File: config.mk
export PLATFORM = sky130hd
export DESIGN_NAME = hexstream_loader
export DESIGN_NICKNAME = d
export VERILOG_FILES = /design/src/rtl/hsl_pkg.sv /design/src/rtl/hsl_char_class.sv /design/src/rtl/hsl_field.sv /design/src/rtl/hsl_sum_acc.sv /design/src/rtl/hsl_seq.sv /design/src/rtl/hexstream_loader.sv
export SDC_FILE = /design/constraint.sdc
export NUM_CORES = 1
export LEC_CHECK = 0
export ABC_CLOCK_PERIOD_IN_PS = 7450
export BUFFER_PORTS_ARGS = -buffer_cell sky130_fd_sc_hd__buf_2
export CORE_UTILIZATION = 55
export DETAILED_ROUTE_END_ITERATION = 16
export HOLD_SLACK_MARGIN = 0.12
export PLACE_DENSITY = 0.74
export SYNTH_ARGS = -nofsm -noshare
export SYNTH_HDL_FRONTEND = slang
export SYNTH_SLANG_ARGS = --single-unit
File: constraint.sdc
create_clock -name clk -period 7.45 [get_ports clk]
set_input_delay 0.745 -clock clk [delete_from_list [all_inputs] [get_ports clk]]
set_output_delay 0.745 -clock clk [all_outputs]
set_load 0.05 [all_outputs]
File: src/rtl/hsl_pkg.sv
package hsl_pkg;

   typedef enum logic [3:0] {
      S_IDLE,
      S_BODY,
      S_NIB,
      S_SEP,
      S_AMARK,
      S_ADIG,
      S_ACOM,
      S_TAIL,
      S_SMARK,
      S_SDIG,
      S_SCOM,
      S_DONE,
      S_ERR
   } hsl_state_e;

   typedef struct packed {
      logic       hex;
      logic [3:0] val;
      logic       ws;
      logic       stx;
      logic       etx;
      logic       dollar;
      logic       comma;
      logic       addr_key;
      logic       sum_key;
   } hsl_cls_t;

endpackage

File: src/rtl/hsl_char_class.sv
module hsl_char_class
   import hsl_pkg::*;
#(
   parameter logic [7:0] START_CODE   = 8'h02,
   parameter logic [7:0] END_CODE     = 8'h03,
   parameter logic [7:0] ADDR_KEY     = 8'h41,
   parameter logic [7:0] SUM_KEY      = 8'h53,
   parameter bit         ACCEPT_LOWER = 1'b1
) (
   input  logic [7:0] ch,
   output hsl_cls_t   cls
);

   logic is_dig;
   logic is_uc;
   logic is_lc;

   assign is_dig = (ch >= 8'h30) && (ch <= 8'h39);
   assign is_uc  = (ch >= 8'h41) && (ch <= 8'h46);

   generate
      if (ACCEPT_LOWER) begin : g_lower
         assign is_lc = (ch >= 8'h61) && (ch <= 8'h66);
      end else begin : g_upper_only
         assign is_lc = 1'b0;
      end
   endgenerate

   // letters of either case have low nibble 1..6, so +9 maps to 10..15
   always_comb begin
      cls.hex      = is_dig || is_uc || is_lc;
      cls.val      = is_dig ? ch[3:0] : (ch[3:0] + 4'd9);
      cls.ws       = (ch == 8'h20) || (ch == 8'h09) || (ch == 8'h0A) || (ch == 8'h0D);
      cls.stx      = (ch == START_CODE);
      cls.etx      = (ch == END_CODE);
      cls.dollar   = (ch == 8'h24);
      cls.comma    = (ch == 8'h2C);
      cls.addr_key = (ch == ADDR_KEY);
      cls.sum_key  = (ch == SUM_KEY);
   end

endmodule

File: src/rtl/hsl_field.sv
module hsl_field #(
   parameter int DIGITS = 4
) (
   input  logic                  clk,
   input  logic                  rst_n,
   input  logic                  clr,
   input  logic                  push,
   input  logic [3:0]            nib,
   output logic [4*DIGITS-1:0]   value,
   output logic                  last
);

   localparam int W  = 4 * DIGITS;
   localparam int CW = $clog2(DIGITS + 1);

   generate
      if (DIGITS < 2) begin : g_bad_digits
         $error("hsl_field needs at least two digits");
      end
   endgenerate

   logic [CW-1:0] cnt_q;

   // the push that arrives while last is high completes the field
   assign last = (cnt_q == CW'(DIGITS - 1));

   always_ff @(posedge clk or negedge rst_n) begin
      if (!rst_n) begin
         value <= '0;
         cnt_q <= '0;
      end else if (clr) begin
         value <= '0;
         cnt_q <= '0;
      end else if (push) begin
         value <= {value[W-5:0], nib};
         cnt_q <= cnt_q + CW'(1);
      end
   end

endmodule

File: src/rtl/hsl_sum_acc.sv
module hsl_sum_acc #(
   parameter int SUM_W = 16
) (
   input  logic             clk,
   input  logic             rst_n,
   input  logic             clr,
   input  logic             add,
   input  logic [7:0]       byte_in,
   output logic [SUM_W-1:0] sum
);

   always_ff @(posedge clk or negedge rst_n) begin
      if (!rst_n) begin
         sum <= '0;
      end else if (clr) begin
         sum <= '0;
      end else if (add) begin
         sum <= sum + SUM_W'(byte_in);
      end
   end

endmodule

File: src/rtl/hsl_seq.sv
module hsl_seq
   import hsl_pkg::*;
#(
   parameter int ADDR_W = 16,
   parameter int SUM_W  = 16
) (
   input  logic              clk,
   input  logic              rst_n,
   input  logic              valid,
   input  hsl_cls_t          cls,
   input  logic [7:0]        byte_part,
   input  logic              byte_last,
   input  logic [ADDR_W-1:0] addr_val,
   input  logic              addr_last,
   input  logic [SUM_W-1:0]  sum_rx,
   input  logic              sum_last,
   input  logic [SUM_W-1:0]  sum_acc,
   output logic              byte_clr,
   output logic              byte_push,
   output logic              addr_clr,
   output logic              addr_push,
   output logic              sumf_clr,
   output logic              sumf_push,
   output logic              acc_clr,
   output logic              acc_add,
   output logic [7:0]        byte_full,
   output logic              wr_en,
   output logic [ADDR_W-1:0] wr_addr,
   output logic [7:0]        wr_data,
   output logic              busy,
   output logic              done,
   output logic              csum_err,
   output logic              syntax_err
);

   hsl_state_e        state_q, state_d;
   logic [ADDR_W-1:0] ptr_q;
   logic              start, wr_go, set_addr, fin, fail;

   assign byte_full = {byte_part[3:0], cls.val};

   always_comb begin
      state_d   = state_q;
      start     = 1'b0;
      wr_go     = 1'b0;
      set_addr  = 1'b0;
      fin       = 1'b0;
      fail      = 1'b0;
      byte_push = 1'b0;
      byte_clr  = 1'b0;
      addr_push = 1'b0;
      addr_clr  = 1'b0;
      sumf_push = 1'b0;
      sumf_clr  = 1'b0;
      if (valid) begin
         case (state_q)
            S_IDLE, S_DONE, S_ERR: begin
               if (cls.stx) start = 1'b1;
            end
            S_BODY: begin
               if (cls.hex) begin
                  byte_push = 1'b1;
                  state_d   = S_NIB;
               end else if (cls.ws) begin
                  state_d = S_BODY;
               end else if (cls.dollar) begin
                  state_d = S_AMARK;
               end else if (cls.etx) begin
                  state_d = S_TAIL;
               end else begin
                  fail = 1'b1;
               end
            end
            S_NIB: begin
               if (cls.hex && byte_last) begin
                  wr_go   = 1'b1;
                  state_d = S_SEP;
               end else if (cls.hex) begin
                  byte_push = 1'b1;
               end else begin
                  fail = 1'b1;
               end
            end
            S_SEP: begin
               if (cls.ws)          state_d = S_BODY;
               else if (cls.dollar) state_d = S_AMARK;
               else if (cls.etx)    state_d = S_TAIL;
               else                 fail    = 1'b1;
            end
            S_AMARK: begin
               if (cls.addr_key) begin
                  addr_clr = 1'b1;
                  state_d  = S_ADIG;
               end else begin
                  fail = 1'b1;
               end
            end
            S_ADIG: begin
               if (cls.hex) begin
                  addr_push = 1'b1;
                  if (addr_last) state_d = S_ACOM;
               end else begin
                  fail = 1'b1;
               end
            end
            S_ACOM: begin
               if (cls.comma) begin
                  set_addr = 1'b1;
                  state_d  = S_BODY;
               end else begin
                  fail = 1'b1;
               end
            end
            S_TAIL: begin
               if (cls.ws)          state_d = S_TAIL;
               else if (cls.dollar) state_d = S_SMARK;
               else                 fail    = 1'b1;
            end
            S_SMARK: begin
               if (cls.sum_key) begin
                  sumf_clr = 1'b1;
                  state_d  = S_SDIG;
               end else begin
                  fail = 1'b1;
               end
            end
            S_SDIG: begin
               if (cls.hex) begin
                  sumf_push = 1'b1;
                  if (sum_last) state_d = S_SCOM;
               end else begin
                  fail = 1'b1;
               end
            end
            S_SCOM: begin
               if (cls.comma) begin
                  fin     = 1'b1;
                  state_d = S_DONE;
               end else begin
                  fail = 1'b1;
               end
            end
            default: fail = 1'b1;
         endcase
      end
      if (start) begin
         state_d  = S_BODY;
         byte_clr = 1'b1;
      end
      if (wr_go) byte_clr = 1'b1;
      if (fail)  state_d  = S_ERR;
   end

   assign acc_clr = start;
   assign acc_add = wr_go;
   assign busy    = (state_q != S_IDLE) && (state_q != S_DONE) && (state_q != S_ERR);

   always_ff @(posedge clk or negedge rst_n) begin
      if (!rst_n) begin
         state_q    <= S_IDLE;
         ptr_q      <= '0;
         wr_en      <= 1'b0;
         wr_addr    <= '0;
         wr_data    <= '0;
         done       <= 1'b0;
         csum_err   <= 1'b0;
         syntax_err <= 1'b0;
      end else begin
         state_q <= state_d;
         wr_en   <= wr_go;
         if (wr_go) begin
            wr_addr <= ptr_q;
            wr_data <= byte_full;
            ptr_q   <= ptr_q + ADDR_W'(1);
         end
         if (set_addr) ptr_q <= addr_val;
         if (start) begin
            ptr_q      <= '0;
            done       <= 1'b0;
            csum_err   <= 1'b0;
            syntax_err <= 1'b0;
         end
         if (fin) begin
            done     <= 1'b1;
            csum_err <= (sum_rx != sum_acc);
         end
         if (fail) syntax_err <= 1'b1;
      end
   end

endmodule

File: src/rtl/hexstream_loader.sv
module hexstream_loader
   import hsl_pkg::*;
#(
   parameter int         ADDR_W       = 16,
   parameter int         SUM_W        = 16,
   parameter logic [7:0] START_CODE   = 8'h02,
   parameter logic [7:0] END_CODE     = 8'h03,
   parameter bit         ACCEPT_LOWER = 1'b1
) (
   input  logic              clk,
   input  logic              rst_n,
   input  logic              rx_valid,
   input  logic [7:0]        rx_char,
   output logic              wr_en,
   output logic [ADDR_W-1:0] wr_addr,
   output logic [7:0]        wr_data,
   output logic              busy,
   output logic              done,
   output logic              csum_err,
   output logic              syntax_err
);

   localparam int ADDR_DIGITS = ADDR_W / 4;
   localparam int SUM_DIGITS  = SUM_W / 4;

   generate
      if ((ADDR_W % 4) != 0 || ADDR_W < 8) begin : g_bad_addr_w
         $error("ADDR_W must be a multiple of 4 and at least 8");
      end
      if ((SUM_W % 4) != 0 || SUM_W < 8) begin : g_bad_sum_w
         $error("SUM_W must be a multiple of 4 and at least 8");
      end
   endgenerate

   hsl_cls_t          cls;
   logic [7:0]        byte_part, byte_full;
   logic              byte_last, byte_clr, byte_push;
   logic [ADDR_W-1:0] addr_val;
   logic              addr_last, addr_clr, addr_push;
   logic [SUM_W-1:0]  sum_rx, sum_acc;
   logic              sum_last, sumf_clr, sumf_push;
   logic              acc_clr, acc_add;

   hsl_char_class #(
      .START_CODE  (START_CODE),
      .END_CODE    (END_CODE),
      .ADDR_KEY    (8'h41),
      .SUM_KEY     (8'h53),
      .ACCEPT_LOWER(ACCEPT_LOWER)
   ) u_class (
      .ch (rx_char),
      .cls(cls)
   );

   hsl_field #(.DIGITS(2)) u_byte_f (
      .clk(clk), .rst_n(rst_n), .clr(byte_clr), .push(byte_push),
      .nib(cls.val), .value(byte_part), .last(byte_last)
   );

   hsl_field #(.DIGITS(ADDR_DIGITS)) u_addr_f (
      .clk(clk), .rst_n(rst_n), .clr(addr_clr), .push(addr_push),
      .nib(cls.val), .value(addr_val), .last(addr_last)
   );

   hsl_field #(.DIGITS(SUM_DIGITS)) u_sum_f (
      .clk(clk), .rst_n(rst_n), .clr(sumf_clr), .push(sumf_push),
      .nib(cls.val), .value(sum_rx), .last(sum_last)
   );

   hsl_sum_acc #(.SUM_W(SUM_W)) u_acc (
      .clk(clk), .rst_n(rst_n), .clr(acc_clr), .add(acc_add),
      .byte_in(byte_full), .sum(sum_acc)
   );

   hsl_seq #(.ADDR_W(ADDR_W), .SUM_W(SUM_W)) u_seq (
      .clk       (clk),
      .rst_n     (rst_n),
      .valid     (rx_valid),
      .cls       (cls),
      .byte_part (byte_part),
      .byte_last (byte_last),
      .addr_val  (addr_val),
      .addr_last (addr_last),
      .sum_rx    (sum_rx),
      .sum_last  (sum_last),
      .sum_acc   (sum_acc),
      .byte_clr  (byte_clr),
      .byte_push (byte_push),
      .addr_clr  (addr_clr),
      .addr_push (addr_push),
      .sumf_clr  (sumf_clr),
      .sumf_push (sumf_push),
      .acc_clr   (acc_clr),
      .acc_add   (acc_add),
      .byte_full (byte_full),
      .wr_en     (wr_en),
      .wr_addr   (wr_addr),
      .wr_data   (wr_data),
      .busy      (busy),
      .done      (done),
      .csum_err  (csum_err),
      .syntax_err(syntax_err)
   );

endmodule

==> key figures, run 1 <==
Place
  • Placer Congestion: 0.8998
  • Dpl cell area: 6147 µm²
  • Post-DP HPWL: 9.610 mm
  • # port buffers: 39

Final layout
  • Most frequent cells in the layout: nand2_1, dfrtp_1, o21ai_0
  • Diode count: 0
  • Most common cell after layout, fill and taps aside: nand2_1
  • Final nets: 696
  • Area grow syn2layout: 7.656%
  • Layout cell share with drive strength beyond 1: 0.1093
  • Final Instance Area: 6351 µm²

Route
  • Via count: around 4900
  • Final wirelength: 13.74 mm
  • DRC: 0
  • Vias per cell: 6.034
  • Avg WL per Cell: roughly 17 µm
  • ANT nets after route: 0
  • Router iterations before antenna repair: 5
  • Initial drt markers: 332

Timing
  • Final Hold Fails: 0
  • Worst Max-Slew Pin Slew: roughly 1.1 ns
  • Min Clock Period, post-route: 4.254 ns
  • RSZ-0062 raised after global routing: no
  • Slew margin rel.: 0.2499
  • Fin. max-slew vios: 0
  • Clock Skew: 0.009243 ns
  • Crit share post-route: 0.5710
  • Fmax: 235.1 MHz
  • Final setup viols: 0
  • Setup TNS: 0 ns

Power
  • Combinational share of power: 0.168
  • P per Cell Area: 189.9 nW/µm²
  • Lkg Pwr: a little over 3 nW
  • Psw: ~360 µW
  • Max VDD drop: 0.0001287 V
  • Clock Power Share: 0.312
  • Sequential share of power: 0.520
  • Power Internal: 849.4 µW
  • Sw frac: 0.2956

Status
  • Status: completed

Floorplanning
  • Row count: 37
  • Die area: 11140 µm²
  • Die Wd: between 100 and 150 µm
  • Core area: 10370 µm²
  • Die H: approximately 110 µm
  • Initial core utilization: 0.5689
  • I/O pin count: 40

Yosys
  • Main flop type after synthesis: dfrtp_1
  • Cell variety after synth: 64
  • Async S/R FF share, synth: 1.000
  • EDFF count, synth: 0
  • YS warnings: 0
  • Syn Std Cell Area: between 5000 and 6000 µm²
  • Register area share after synthesis: 0.4581
  • Synth Register Bits: 108
  • Syn Inst Count: ~650
  • Synthesized area per cell: about 9.1 µm²
  • Syn nets: 678

Min path
  • Hold crit path type: in2async

Global routing
  • Largest net degree at the start of global routing: 60
  • First-pass GRT wire length: 22.89 mm
  • Total track usage: 0.2627
  • Vias in the first global route: between 4000 and 5000
  • Initial antenna violation count: 0
  • GRT overflow: 0

CTS
  • TritonCTS Buffers: 9
  • CTS tree: built
  • Clock sink count: 108
  • Hold buffers post-CTS: 0
  • CTS max path bufs: 2
  • Htree depth: 3
  • PostCTS Resize Cnt: 0
  • Total setup buffers inserted after CTS: 0
  • Clock transition at the registers of the reported paths: 0.10 ns
  • Clk Latency, worst-skew pair: 0.38 ns
  • Root Buffer: clkbuf_8

Flow run
  • Max Cap Viol: 0

Setup path
  • Critical Path Sink Type: register
  • Worst endpoint required time: ~7.7 ns
  • Setup crit start kind: input pin
  • Crit path max fanout: 6
  • Critical Setup Path Class: in2reg
  • WP data arrival: 4.52 ns
[cell usage after synthesis, types with 4 or more instances]
cell | instances | area, µm²
a21o_1 | 4 | 30.03
clkbuf_1 | 31 | 116.4
and4_1 | 4 | 35.03
nor4_1 | 7 | 43.79
o22ai_1 | 4 | 25.02
o31ai_1 | 4 | 30.03
nor2_1 | 41 | 153.9
nand2_1 | 121 | 454.2
a221oi_1 | 4 | 35.03
a211oi_1 | 14 | 105.1
a22o_1 | 15 | 131.4
nor2b_1 | 9 | 56.30
xor2_1 | 13 | 113.9
a21oi_1 | 21 | 105.1
nor3_1 | 5 | 25.02
dfrtp_1 | 108 | 2703
nand3_1 | 34 | 170.2
inv_1 | 22 | 82.58
ha_1 | 19 | 237.7
xnor2_1 | 34 | 297.8
and3_1 | 7 | 43.79
o21ai_0 | 48 | 240.2
nand4_1 | 12 | 75.07
[power by group through the flow]
| stage | sequential, mW | clock (mW) | combinational, mW |
|---|---|---|---|
| after floorplan | 0.618 | 0 | 0.159 |
| after global placement | 0.638 | 0 | 0.199 |
| after detailed placement | 0.638 | 0 | 0.200 |
| after CTS | 0.626 | 0.387 | 0.202 |
| after global routing | 0.630 | 0.406 | 0.224 |
| final | 0.627 | 0.376 | 0.202 |
[flip-flops by register name (all words and copies together), names as in the netlist, 3 cells and up]
name / flops
u_addr_f.cnt_q: 3
u_seq.state_q: 4
u_seq.wr_data: 8
u_acc.sum: 16
u_sum_f.cnt_q: 3
u_sum_f.value: 16
u_seq.ptr_q: 16
u_byte_f.value: 4
u_seq.wr_addr: 16
u_addr_f.value: 16
[worst max-delay path, cell delays in order]
cell and delay (ns):
buf_2 0.13, inv_1 0.10, ha_1 0.25, o21bai_1 0.11, a211o_1 0.37, nand2_1 0.11, xor2_1 0.54, inv_1 0.10
ha_1 0.34, nor2b_1 0.14, o21ai_0 0.22, a21oi_1 0.15, o21ai_0 0.72, a2111oi_4 0.18, xnor2_1 0.24, nor2_1 0.06
[worst paths after layout]
check	slack, ns	to	cells after the start	startpoint
worst max-delay path	3.20	u_acc.sum[14]$_DFFE_PN0P_	16	rx_char[1]
worst min-delay path	0.37	u_acc.sum[1]$_DFFE_PN0P_	1	rst_n
worst max register to register	4.11	u_seq.ptr_q[15]$_DFFE_PN0P_	8	u_seq.state_q[1]$_DFFE_PN0P_
worst min register to register	0.48	u_seq.wr_addr[8]$_DFFE_PN0P_	2	u_seq.wr_addr[8]$_DFFE_PN0P_
max in group asynchronous	5.91	u_seq.ptr_q[13]$_DFFE_PN0P_	2	rst_n
min in group clk	0.48	u_seq.wr_addr[8]$_DFFE_PN0P_	2	u_seq.wr_addr[8]$_DFFE_PN0P_
[layout make-up]
type | instances | area, µm²
Fill cell | 938 | 4019
Clock buffer | 10 | 127.6
Timing Repair Buffer | 43 | 227.7
Tap cell | 136 | 170.2
Clock inverter | 4 | 76.32
Sequential cell | 108 | 2703
Multi-Input combinational cell | 479 | 2955
Inverter | 24 | 91.34
[per-stage QoR]
stage / setup WS [ns] / hold WS (ns) / cells / power (mW) / util
2_1_floorplan: 3.782 / 0.4494 / 647 / 0.7776 / -
3_3_place_gp: 3.112 / 0.4541 / 790 / 0.8365 / 0.5928
3_5_place_dp: 2.832 / 0.4609 / 790 / 0.8385 / 0.5928
4_1_cts: 3.231 / 0.3740 / 804 / 1.215 / 0.6125
5_1_grt: 2.982 / 0.4063 / 804 / 1.260 / 0.6125
6_report: 3.196 / 0.3735 / 804 / 1.206 / 0.6125
[cell families after synthesis]
kind of cell / count (synthesis) / share of synthesized area
simple gates: 264 / 0.2123
compound gates: 146 / 0.1697
flops: 108 / 0.4581
buf+inv: 60 / 0.04305
xor+xnor: 47 / 0.06978
fa+ha+maj: 20 / 0.04369
mux: 2 / 0.003394
[layer usage]
layer,GRT usage,up-vias,part of all wire
li1,-,2309,-
met5,0,-,0
met2,0.4253,150,0.48
met3,0.05999,26,0.052
met1,0.3481,2366,0.44
met4,0.09127,0,0.020
Power figures use the tool's default switching activity.
==> run 2: changes to the inputs <==
--- a/config.mk
+++ b/config.mk
@@ -5,7 +5,7 @@
 export SDC_FILE = /design/constraint.sdc
 export NUM_CORES = 1
 export LEC_CHECK = 0
-export ABC_CLOCK_PERIOD_IN_PS = 7450
+export ABC_CLOCK_PERIOD_IN_PS = 4070
 export BUFFER_PORTS_ARGS = -buffer_cell sky130_fd_sc_hd__buf_2
 export CORE_UTILIZATION = 55
 export DETAILED_ROUTE_END_ITERATION = 16
==> constraint.sdc (replaced) <==
create_clock -name clk -period 4.07 [get_ports clk]
set_input_delay 0.407 -clock clk [delete_from_list [all_inputs] [get_ports clk]]
set_output_delay 0.407 -clock clk [all_outputs]
set_load 0.05 [all_outputs]
==> run 2 against run 1 <==
Net effect:
- non-clock buffer count grew 9
- clock skew grew 0.0017 ns
- cell count grew 1.4%
- via count shrank 1.5%
- critical path type unchanged
- die area is the same
- first-iteration DRC count grew 13%
- wire length shrank 1.3%
- power grew 82%
- core utilization grew 0.69 points
==> key figures, run 2 (synthesis results as in run 1) <==
Status
  • Status: completed

CTS
  • Hold buffers post-CTS: 0 (unchanged)
  • CTS tree: built
  • TritonCTS Buffers: 9 (unchanged)
  • CTS max path bufs: 2 (unchanged)
  • Total setup buffers inserted after CTS: 0 (unchanged)
  • Htree depth: 3 (unchanged)
  • PostCTS Resize Cnt: 0 (unchanged)
  • Root Buffer: clkbuf_8
  • Clk Latency, worst-skew pair: 0.37 ns (about the same)
  • Clock transition at the registers of the reported paths: 0.10 ns (about the same)
  • Clock sink count: 108 (unchanged)

Floorplanning
  • Die H: 105.6 µm (unchanged)
  • Die area: 11140 µm² (unchanged)
  • Die Wd: 105.6 µm (unchanged)
  • Initial core utilization: 0.5689 (unchanged)
  • Row count: 37 (unchanged)
  • I/O pin count: 40 (unchanged)
  • Core area: 10370 µm² (unchanged)

Setup path
  • Crit path max fanout: 5 (-1)
  • Reg2reg end: u_seq.ptr_q[15]$_DFFE_PN0P_
  • Setup crit start kind: input pin
  • Critical Path Sink Type: register
  • R2r setup slk: 1.14 ns (-2.97 ns)
  • Critical Setup Path Class: in2reg
  • Worst endpoint required time: 4.33 ns (-3.39 ns)
  • FF-to-FF Start: u_seq.state_q[1]$_DFFE_PN0P_
  • Worst r2r path cells: 8 (unchanged)
  • WP data arrival: 3.54 ns (-0.98 ns)

Timing
  • Fin. max-slew vios: 0 (unchanged)
  • Slew margin rel.: 0.3100 (+0.06009)
  • Crit share post-route: 0.8060
  • Final setup viols: 0 (unchanged)
  • Hold slack: 0.1996 ns (-0.1738 ns)
  • Worst Max-Slew Pin Slew: 1.035 ns (-0.08084 ns)
  • Setup TNS: 0 ns (unchanged)
  • RSZ-0062 raised after global routing: no
  • Fmax: 304.8 MHz
  • Min Clock Period, post-route: approximately 3.3 ns
  • Clock Skew: 0.01097 ns (+0.001723 ns)
  • Final Hold Fails: 0 (unchanged)

Route
  • ANT nets after route: 0 (unchanged)
  • Final wirelength: 13.57 mm (-1.3%)
  • DRC: 0 (unchanged)
  • Avg WL per Cell: 16.65 µm (-2.6%)
  • Initial drt markers: 374 (+13%)
  • Router iterations before antenna repair: 5 (unchanged)
  • Vias per cell: 5.865 (-2.8%)
  • Via count: 4780 (-1.5%)

Final layout
  • Most frequent cells in the layout: nand2_1, dfrtp_1, o21ai_0
  • Diode count: 0 (unchanged)
  • Most common cell after layout, fill and taps aside: nand2_1
  • Fillers: 911 (-2.9%)
  • Layout cell share with drive strength beyond 1: 0.1252 (+0.01590)
  • Multi-input gate area: 2955 µm² (unchanged)
  • Final nets: 705 (+1.3%)
  • Area grow syn2layout: 8.865%
  • Reg area: 2703 µm² (unchanged)

Global routing
  • Met1 Usage GRT: 0.3620 (+0.01384)
  • Busiest grt layer: met2
  • Met3 Use GR: 0.04515 (-0.01484)
  • Largest net degree at the start of global routing: 84 (+40%)
  • GRT met2 Usage: 0.4126 (-0.01269)
  • Vias in the first global route: 4567 (-1.7%)
  • Total track usage: 0.2590 (-0.003660)
  • Initial antenna violation count: 0 (unchanged)
  • First-pass GRT wire length: 22.81 mm (-0.36%)
  • GRT overflow: 0 (unchanged)

Power
  • Max VDD drop: 0.0002814 V (+120%)
  • Lkg Pwr: 3.068 nW (+1.3%)
  • P per Cell Area: 341.7 nW/µm² (+80%)

Place
  • Placer Congestion: 0.9334 (+3.7%)
  • # port buffers: 39 (unchanged)
  • Post-DP HPWL: 9.716 mm (+1.1%)

Flow run
  • Max Cap Viol: 0 (unchanged)

Min path
  • Hold crit path type: in2async
[run 2: changes by cell type in the layout (fill, tap and decap cells not counted), sizes merged]
cell,change
clkinvlp,+2
inv,+2
buf,+9
bufinv,-1
clkinv,-1
[run 2: critical path, cell delays in order]
cell       delay, ns
buf_2           0.13
inv_1           0.09
ha_1            0.24
o21bai_1        0.11
a211oi_1        0.28
xnor2_1         0.17
inv_1           0.11
ha_1            0.17
inv_1           0.06
fa_1            0.39
nor2b_1         0.13
o21ai_0         0.11
a21oi_1         0.20
o21ai_0         0.10
buf_4           0.17
a2111oi_2       0.42
xnor2_1         0.18
nor2_1          0.06
[run 2: layout make-up]
cell class,count,share of cell area
Clock inverter,6,0.01091
Timing Repair Buffer,52,0.04598
Inverter,24,0.01422
Tap cell,136,0.02650
Clock buffer,10,0.02143
Multi-Input combinational cell,479,0.4602
Sequential cell,108,0.4208
[run 2: where the power goes]
| group | leakage [nW] | switching [mW] | internal [mW] |
|---|---|---|---|
| Clock | 0.0955 | 0.366 | 0.305 |
| Combinational | 1.48 | 0.250 | 0.126 |
| Sequential | 1.49 | 0.0564 | 1.09 |
| Total | 3.07 | 0.672 | 1.52 |
[run 2: worst max path at each step]
stage	to	slack, ns	depth (start not counted)	startpoint
after CTS	u_acc.sum[10]$_DFFE_PN0P_	0.80	18	rx_char[1]
after detailed placement	u_acc.sum[10]$_DFFE_PN0P_	0.39	18	rx_char[1]
final	u_acc.sum[10]$_DFFE_PN0P_	0.79	18	rx_char[1]
after global routing	u_acc.sum[10]$_DFFE_PN0P_	0.50	18	rx_char[1]
after global placement	u_acc.sum[10]$_DFFE_PN0P_	0.56	18	rx_char[1]
after floorplan	u_acc.sum[8]$_DFFE_PN0P_	0.74	13	rx_char[7]
[run 2: metal layers]
| metal | part of all wire | up-vias |
|---|---|---|
| met5 | 0 | - |
| met4 | 0.021 | 0 |
| met3 | 0.036 | 21 |
| met2 | 0.48 | 99 |
| met1 | 0.47 | 2335 |
| li1 | - | 2325 |
[run 2: through the flow]
step                  util  std cells  cell area [µm²]  setup WS (ns)  total power [mW]
finish              0.6193        815             6422         0.7897             2.195
global route        0.6193        815             6422         0.5019             2.293
CTS                 0.6193        815             6422         0.8024             2.208
detailed placement  0.5993        799             6215         0.3947             1.538
global placement    0.5993        799             6215         0.5634             1.535
floorplan                -        647             5899         0.7402             1.423
